## config.mk

```make
export PLATFORM = sky130hd
export DESIGN_NAME = updown_pwm
export DESIGN_NICKNAME = d
export VERILOG_FILES = /design/src/rtl/updown_pwm_pkg.sv /design/src/rtl/pwm_prescaler.sv /design/src/rtl/pwm_counter.sv /design/src/rtl/pwm_wavegen.sv /design/src/rtl/updown_pwm.sv
export SDC_FILE = /design/constraint.sdc
export NUM_CORES = 1
export LEC_CHECK = 0
export BUFFER_PORTS_ARGS = -buffer_cell sky130_fd_sc_hd__buf_4
export CAP_MARGIN = 20
export CORE_AREA = 2 2 103 145
export DETAILED_ROUTE_END_ITERATION = 12
export DIE_AREA = 0 0 105 147
export PLACE_DENSITY = 0.56
export SLEW_MARGIN = 20
export SYNTH_ARGS = -nofsm -noshare
export SYNTH_HDL_FRONTEND = slang
export SYNTH_SLANG_ARGS = --single-unit
export TNS_END_PERCENT = 10
```

## constraint.sdc

```tcl
create_clock -name clk -period 5.1 [get_ports clk]
set_input_delay 0.51 -clock clk [delete_from_list [all_inputs] [get_ports clk]]
set_output_delay 0.51 -clock clk [all_outputs]
set_load 0.01 [all_outputs]
```

## src/rtl/updown_pwm_pkg.sv

```systemverilog
package updown_pwm_pkg;

    localparam int CNT_W   = 16;
    localparam int PRE_W   = 10;
    localparam int MIN_TOP = 3;

    typedef enum logic [1:0] {
        OUT_OFF    = 2'b00,
        OUT_TOGGLE = 2'b01,
        OUT_NONINV = 2'b10,
        OUT_INV    = 2'b11
    } out_mode_e;

    typedef struct packed {
        logic [CNT_W-1:0] top;
        logic [CNT_W-1:0] cmp;
    } pwm_regs_t;

    localparam pwm_regs_t REGS_RESET = '{top: CNT_W'(MIN_TOP), cmp: '0};

    function automatic logic rate_on(input logic [2:0] sel);
        return (sel >= 3'd1) && (sel <= 3'd5);
    endfunction

    // last prescale count before a tick (division minus one)
    function automatic logic [PRE_W-1:0] rate_last(input logic [2:0] sel);
        case (sel)
            3'd2:    return PRE_W'(7);
            3'd3:    return PRE_W'(63);
            3'd4:    return PRE_W'(255);
            3'd5:    return PRE_W'(1023);
            default: return '0;
        endcase
    endfunction

    function automatic logic [CNT_W-1:0] clamp_top(input logic [CNT_W-1:0] t);
        return (t < CNT_W'(MIN_TOP)) ? CNT_W'(MIN_TOP) : t;
    endfunction

endpackage

```

## src/rtl/pwm_prescaler.sv

```systemverilog
module pwm_prescaler
    import updown_pwm_pkg::*;
(
    input  logic       clk,
    input  logic       rst,
    input  logic [2:0] rate_sel,
    output logic       tick
);

    logic [PRE_W-1:0] pre_q;
    logic             run;
    logic [PRE_W-1:0] last;

    assign run  = rate_on(rate_sel);
    assign last = rate_last(rate_sel);
    assign tick = run && (pre_q >= last);

    always_ff @(posedge clk) begin
        if (rst || !run) begin
            pre_q <= '0;
        end else if (tick) begin
            pre_q <= '0;
        end else begin
            pre_q <= pre_q + PRE_W'(1);
        end
    end

    // a stopped rate produces no tick
    p_stop_no_tick_r2: assert property (@(posedge clk) disable iff (rst)
        (rate_sel == 3'd0 || rate_sel > 3'd5) |-> !tick);

endmodule

```

## src/rtl/pwm_counter.sv

```systemverilog
module pwm_counter
    import updown_pwm_pkg::*;
(
    input  logic             clk,
    input  logic             rst,
    input  logic             tick,
    input  logic             commit_at_bottom,
    input  logic             top_from_cmp,
    input  logic             period_wr,
    input  logic             cmp_wr,
    input  logic [CNT_W-1:0] wr_data,
    output logic [CNT_W-1:0] cnt,
    output logic             down,
    output logic [CNT_W-1:0] live_cmp,
    output logic [CNT_W-1:0] eff_top
);

    pwm_regs_t shadow_q;
    pwm_regs_t live_q;
    logic      at_bottom;
    logic      at_top;
    logic      commit;

    assign eff_top   = clamp_top(top_from_cmp ? live_q.cmp : live_q.top);
    assign live_cmp  = live_q.cmp;
    assign at_bottom = down && (cnt == '0);
    assign at_top    = !down && (cnt >= eff_top);
    assign commit    = tick && (commit_at_bottom ? at_bottom : at_top);

    always_ff @(posedge clk) begin
        if (rst) begin
            cnt      <= '0;
            down     <= 1'b1;
            shadow_q <= REGS_RESET;
            live_q   <= REGS_RESET;
        end else begin
            if (period_wr) shadow_q.top <= wr_data;
            if (cmp_wr)    shadow_q.cmp <= wr_data;
            if (commit)    live_q       <= shadow_q;
            if (tick) begin
                if (at_bottom) begin
                    cnt  <= CNT_W'(1);
                    down <= 1'b0;
                end else if (at_top) begin
                    cnt  <= cnt - CNT_W'(1);
                    down <= 1'b1;
                end else if (down) begin
                    cnt  <= cnt - CNT_W'(1);
                end else begin
                    cnt  <= cnt + CNT_W'(1);
                end
            end
        end
    end

    // every tick moves the count by exactly one
    p_unit_step_r1: assert property (@(posedge clk) disable iff (rst)
        tick |=> (cnt == $past(cnt) + CNT_W'(1)) || (cnt == $past(cnt) - CNT_W'(1)));

    // without a tick the counter holds
    p_hold_idle_r2: assert property (@(posedge clk) disable iff (rst)
        !tick |=> $stable(cnt) && $stable(down));

    // in bottom-commit mode live values change only after processing zero
    p_bottom_commit_r9: assert property (@(posedge clk) disable iff (rst)
        ($past(commit_at_bottom) && !$stable(live_q)) |->
            ($past(cnt) == '0) && $past(down) && $past(tick));

    // in ceiling-commit mode live values change only after the turn at TOP
    p_top_commit_r10: assert property (@(posedge clk) disable iff (rst)
        (!$past(commit_at_bottom) && !$stable(live_q)) |->
            !$past(down) && ($past(cnt) >= $past(eff_top)) && $past(tick));

endmodule

```

## src/rtl/pwm_wavegen.sv

```systemverilog
module pwm_wavegen
    import updown_pwm_pkg::*;
(
    input  logic             clk,
    input  logic             rst,
    input  logic             tick,
    input  logic [CNT_W-1:0] cnt,
    input  logic             down,
    input  logic [CNT_W-1:0] cmp,
    input  logic [CNT_W-1:0] top,
    input  logic [1:0]       out_mode,
    output logic             pwm_out
);

    logic lvl_q;
    logic lvl_d;
    logic tog_q;

    always_comb begin
        if (cmp == '0)       lvl_d = 1'b0;
        else if (cmp >= top) lvl_d = 1'b1;
        else if (down)       lvl_d = (cnt <= cmp);
        else                 lvl_d = (cnt < cmp);
    end

    always_ff @(posedge clk) begin
        if (rst) begin
            lvl_q <= 1'b0;
            tog_q <= 1'b0;
        end else if (tick) begin
            lvl_q <= lvl_d;
            tog_q <= tog_q ^ (cnt == cmp);
        end
    end

    always_comb begin
        case (out_mode_e'(out_mode))
            OUT_TOGGLE: pwm_out = tog_q;
            OUT_NONINV: pwm_out = lvl_q;
            OUT_INV:    pwm_out = ~lvl_q;
            default:    pwm_out = 1'b0;
        endcase
    end

    // a zero threshold keeps the pulse low
    p_floor_low_r5: assert property (@(posedge clk) disable iff (rst)
        (tick && cmp == '0) |=> !lvl_q);

    // a threshold at or above TOP keeps the pulse high
    p_ceiling_high_r5: assert property (@(posedge clk) disable iff (rst)
        (tick && cmp != '0 && cmp >= top) |=> lvl_q);

    // a match flips the toggle output
    p_match_flip_r7: assert property (@(posedge clk) disable iff (rst)
        (tick && cnt == cmp) |=> (tog_q != $past(tog_q)));

endmodule

```

## src/rtl/updown_pwm.sv

```systemverilog
module updown_pwm
    import updown_pwm_pkg::*;
(
    input  logic             clk,
    input  logic             rst,
    input  logic [2:0]       rate_sel,
    input  logic             commit_at_bottom,
    input  logic             top_from_cmp,
    input  logic [1:0]       out_mode,
    input  logic             period_wr,
    input  logic             cmp_wr,
    input  logic [CNT_W-1:0] wr_data,
    output logic             pwm_out,
    output logic [CNT_W-1:0] count_o,
    output logic             count_down_o
);

    logic             tick;
    logic [CNT_W-1:0] cnt;
    logic             down;
    logic [CNT_W-1:0] live_cmp;
    logic [CNT_W-1:0] eff_top;

    pwm_prescaler u_pre (
        .clk      (clk),
        .rst      (rst),
        .rate_sel (rate_sel),
        .tick     (tick)
    );

    pwm_counter u_cnt (
        .clk              (clk),
        .rst              (rst),
        .tick             (tick),
        .commit_at_bottom (commit_at_bottom),
        .top_from_cmp     (top_from_cmp),
        .period_wr        (period_wr),
        .cmp_wr           (cmp_wr),
        .wr_data          (wr_data),
        .cnt              (cnt),
        .down             (down),
        .live_cmp         (live_cmp),
        .eff_top          (eff_top)
    );

    pwm_wavegen u_wave (
        .clk      (clk),
        .rst      (rst),
        .tick     (tick),
        .cnt      (cnt),
        .down     (down),
        .cmp      (live_cmp),
        .top      (eff_top),
        .out_mode (out_mode),
        .pwm_out  (pwm_out)
    );

    assign count_o      = cnt;
    assign count_down_o = down;

    // the disconnected mode drives low at the pin
    p_off_low_r8: assert property (@(posedge clk) disable iff (rst)
        (out_mode == 2'b00) |-> !pwm_out);

    // the count never exceeds the larger of the live ceiling choices
    p_count_bounded_r3: assert property (@(posedge clk) disable iff (rst)
        (tick && !down && cnt < eff_top) |=> (cnt <= eff_top));

endmodule

```

==> reports/metrics.json <==
{
  "global_routing": {
    "antenna_found_initial": 0,
    "grt_pass1_vias": 4664,
    "grt_pass1_wl_um": 23400,
    "overflow": 0,
    "groute.usage.overall_pct": 18.8,
    "grt_start_max_net_pins": 93
  },
  "worst_setup_path": {
    "crit_path_end_kind": "register",
    "worst_ep_arrival_time_ps": 4190,
    "timing.critical_path.slowest_cell_delay_ps": 540,
    "reg2reg_slack_ps": 1240,
    "critical_path_fanout_max": 22,
    "timing.critical_path.cells": "buf_4, mux2i_1, nand4_1, nor4_1, a211o_1, ha_1, nand2b_1, a2111o_1, a32oi_1, a211oi_1, o21ai_4, buf_12, mux2i_1, nor2_1",
    "worst_path_most_repeated_cell": "sky130_fd_sc_hd__mux2i_1",
    "timing.critical_path.from_type": "input port",
    "cp_top_family": "compound AO/OA/AOI/OAI gates",
    "req_time_crit_path_ps": 5300,
    "timing.critical_path.buf_inv": 2,
    "timing_worst_setup_path_type": "in2reg",
    "critical-path-slowest-cell": "sky130_fd_sc_hd__o21ai_4"
  },
  "timing": {
    "timing.clock.skew_ps": 8.06,
    "unrepaired_setup_endpoints_after_global_routing": "false",
    "timing_worst_slew_pin_value_ps": 935,
    "finalHoldViolations": 0,
    "timing.setup.tns_ps": 0,
    "slew_viol_final": 0,
    "maxClockFrequency_mhz": 251,
    "setup_viol": 0,
    "shortest_period_the_worst_path_allows_ps": 3990,
    "timing.slew.headroom_pct": 37.7,
    "finalCritPeriodShare_pct": 78.3
  },
  "route": {
    "drt-pass1-iter-count": 5,
    "route.detailed.wl_per_inst_um": 16.2,
    "drtAntennaViolNets": 0,
    "drt-total-wl_um": 14000,
    "detailedRoute.firstIterationViolations": 164,
    "route.vias.total": 4732,
    "drc_errors": 0,
    "routed_vias_inst": 5.48
  },
  "power_and_ir_drop": {
    "power.leakage_nw": 2.97,
    "p_sw_w": 0.000480,
    "comb_power_share_pct": 14.6,
    "switching_share_pct": 28.6,
    "power.ir.vdd_worst_v": 0.000130,
    "share_of_power_burned_in_registers_pct": 45.8,
    "cellPowerDensity_nw_per_um2": 263,
    "p_int_w": 0.00120,
    "power.share.clock_pct": 39.6
  },
  "layout": {
    "area.sequential_um2": 1860,
    "multi_input_logic_area_um2": 3510,
    "final_design_area_no_fill_um2": 6370,
    "n_antenna_cell": 0,
    "layoutNonFillerInstCount": 864,
    "drive_above_1_share_pct": 11.0,
    "net_count_final": 758,
    "layout-area-overhead-vs-synth_pct": 13.9,
    "filler_cell_count": 1425
  },
  "synthesis": {
    "postSynthCellCount": 639,
    "synth_top_cell_by_area": "sky130_fd_sc_hd__dfxtp_1",
    "synth-seq-cells": 93,
    "synth_nets": 727,
    "netlist_area_um2": 5600,
    "synthArstFlopShare_pct": 0,
    "synth_edf_count": 0,
    "synth_top_cell_area_share_pct": 33.3,
    "synth.yosys.seq_area_share_pct": 33.3,
    "ys_warn_count": 0,
    "ys_dominant_reg_cell": "sky130_fd_sc_hd__dfxtp_1",
    "syn-mean-instance-area_um2": 8.76,
    "synth.lib_cells_used.distinct": 59,
    "post_synth_main_area_contributors": "sky130_fd_sc_hd__dfxtp_1 33%, sky130_fd_sc_hd__ha_1 14%, sky130_fd_sc_hd__mux2i_1 14%, sky130_fd_sc_hd__nor2_1 6.3%, sky130_fd_sc_hd__a21oi_1 3.4%"
  },
  "cts": {
    "postCtsHoldBufs": 0,
    "h-tree-depth": 3,
    "root_buffer": "sky130_fd_sc_hd__clkbuf_16",
    "number_of_buffers_created_by_cts": 9,
    "clock_insertion_delay_worst_skew_ps": 350,
    "clock_sinks": 93,
    "buffer_count_from_post_cts_setup_fixing": 0,
    "cts_buffer_depth": 2,
    "cts.clk_slew.worst_paths_ps": 70,
    "cts_repair_resize_count": 0,
    "cts_tree": "done"
  },
  "placement": {
    "place.detailed.hpwl_um": 10400,
    "place_area_um2": 6080,
    "port_buffers": 44,
    "post-place-cells": 848,
    "gpl.final_weighted_congestion": 0.919
  },
  "floorplan": {
    "rows": 52,
    "ioPinCount": 45,
    "start_util_pct": 39.4,
    "dieWidth_um": 105,
    "vert_die_dim_um": 147,
    "floorplan.core_area_um2": 14200,
    "die-area_um2": 15400
  },
  "worst_hold_path": {
    "min_path_type": "in2reg"
  },
  "flow_run": {
    "cap_violations": 0
  },
  "run_status": {
    "status": "finished clean"
  }
}
[worst paths after layout]
path	start	end	cells past startpoint
setup reg to reg	u_cnt.live_cmp[14]$_SDFFE_PP0P_	u_cnt.live_q[24]$_SDFFE_PP0P_	13
hold reg to reg	u_pre.pre_q[0]$_SDFF_PP0_	u_pre.pre_q[0]$_SDFF_PP0_	1
hold / removal	wr_data[1]	u_cnt.shadow_q[17]$_SDFFE_PP1P_	2
setup / recovery	top_from_cmp	u_cnt.live_q[24]$_SDFFE_PP0P_	14
[cell type report]
type	instances	share of cell area, %
multi-input cells	491	55.1
clock buffers	9	3.53
repair buffers	48	5.85
clock inverters	7	1.06
well taps	189	3.71
flip-flops and latches	93	29.2
inverters	27	1.59
[cells in the final DEF (no fill, tap or decap), types with 3 or more instances in the layout]
cell type                   instances
sky130_fd_sc_hd__nor2_1            94
sky130_fd_sc_hd__dfxtp_1           93
sky130_fd_sc_hd__mux2i_1           76
sky130_fd_sc_hd__ha_1              61
sky130_fd_sc_hd__buf_4             47
sky130_fd_sc_hd__a21oi_1           38
sky130_fd_sc_hd__inv_1             27
sky130_fd_sc_hd__nand2_1           24
sky130_fd_sc_hd__o21ai_0           20
sky130_fd_sc_hd__nor3_1            18
sky130_fd_sc_hd__nand4_1           17
sky130_fd_sc_hd__nand3_1           14
sky130_fd_sc_hd__nor2b_1           13
sky130_fd_sc_hd__o21ai_1           10
sky130_fd_sc_hd__a31oi_1            9
sky130_fd_sc_hd__clkbuf_16          9
sky130_fd_sc_hd__xor2_1             8
sky130_fd_sc_hd__nor4_1             8
sky130_fd_sc_hd__a211oi_1           7
sky130_fd_sc_hd__or4_1              6
sky130_fd_sc_hd__and3_1             6
sky130_fd_sc_hd__nand2b_1           5
sky130_fd_sc_hd__xnor2_1            5
sky130_fd_sc_hd__a211o_1            4
sky130_fd_sc_hd__a21o_1             4
sky130_fd_sc_hd__o21a_1             4
sky130_fd_sc_hd__mux2_1             3
[synthesized netlist by cell type (all sizes together), types with 4 or more instances]
cell,instances
a211o,4
nand2,24
mux2,4
ha,61
xnor2,5
nor2,94
buf,7
inv,27
dfxtp,93
xor2,8
nand2b,5
nor2b,13
or2,4
a31oi,9
a211oi,7
or4,6
nand4,17
o21a,4
mux2i,76
a21oi,39
o21ai,31
and3,6
nor4,8
a21o,4
nand3,14
nor3,19
clkbuf,21
[metrics by stage]
step	hold WS, ps	util (%)	setup slack (ps)	power (W)
5_1_grt	379	44.9	784	0.00176
3_3_place_gp	462	42.9	857	0.00103
4_1_cts	370	44.9	1100	0.00170
6_report	380	44.9	1110	0.00168
3_5_place_dp	478	42.9	728	0.00103
2_1_floorplan	441	-	1150	0.000953
[state kept, by name (all words and copies together), names as in the netlist]
signal          count
u_cnt.shadow_q     32
u_cnt.cnt          16
u_cnt.live_cmp     16
u_wave.tog_q        1
u_wave.lvl_q        1
u_cnt.live_q       16
u_cnt.down          1
u_pre.pre_q        10
[worst register-to-register path, stage by stage (launching register included)]
cell and delay [ps]:
sky130_fd_sc_hd__dfxtp_1 380, sky130_fd_sc_hd__mux2i_1 340, sky130_fd_sc_hd__nand4_1 160, sky130_fd_sc_hd__nor4_1 370, sky130_fd_sc_hd__a211o_1 200, sky130_fd_sc_hd__ha_1 230, sky130_fd_sc_hd__nand2b_1 140, sky130_fd_sc_hd__a2111o_1 420
sky130_fd_sc_hd__a32oi_1 250, sky130_fd_sc_hd__a211oi_1 150, sky130_fd_sc_hd__o21ai_4 540, sky130_fd_sc_hd__buf_12 270, sky130_fd_sc_hd__mux2i_1 220, sky130_fd_sc_hd__nor2_1 60
[power by group through the flow]
stage / Sequential, W / Combinational [W] / Clock (W)
4_1_cts: 0.000768 / 0.000247 / 0.000685
2_1_floorplan: 0.000777 / 0.000176 / 0
3_5_place_dp: 0.000785 / 0.000246 / 0
6_report: 0.000768 / 0.000246 / 0.000664
3_3_place_gp: 0.000785 / 0.000240 / 0
5_1_grt: 0.000771 / 0.000277 / 0.000708
[logic make-up after synthesis]
family,after synthesis,synth area share [%]
AO/OA/AOI/OAI,114,12.5
XOR/XNOR,13,2.03
flip-flops,93,33.3
multiplexers,80,14.4
AND/OR/NAND/NOR,223,20.0
adder cells (fa/ha/maj),61,13.6
buffers and inverters,55,4.14
[metal layers]
metal | track usage [%] | vias to the layer above | part of all wire [%]
met5 | 0 | - | 0
met4 | 7.80 | 0 | 2.6
met3 | 3.06 | 22 | 3.9
met2 | 31.6 | 103 | 49
met1 | 23.8 | 2233 | 45
li1 | - | 2374 | -
Note: power is estimated with default switching activity, not from simulation.
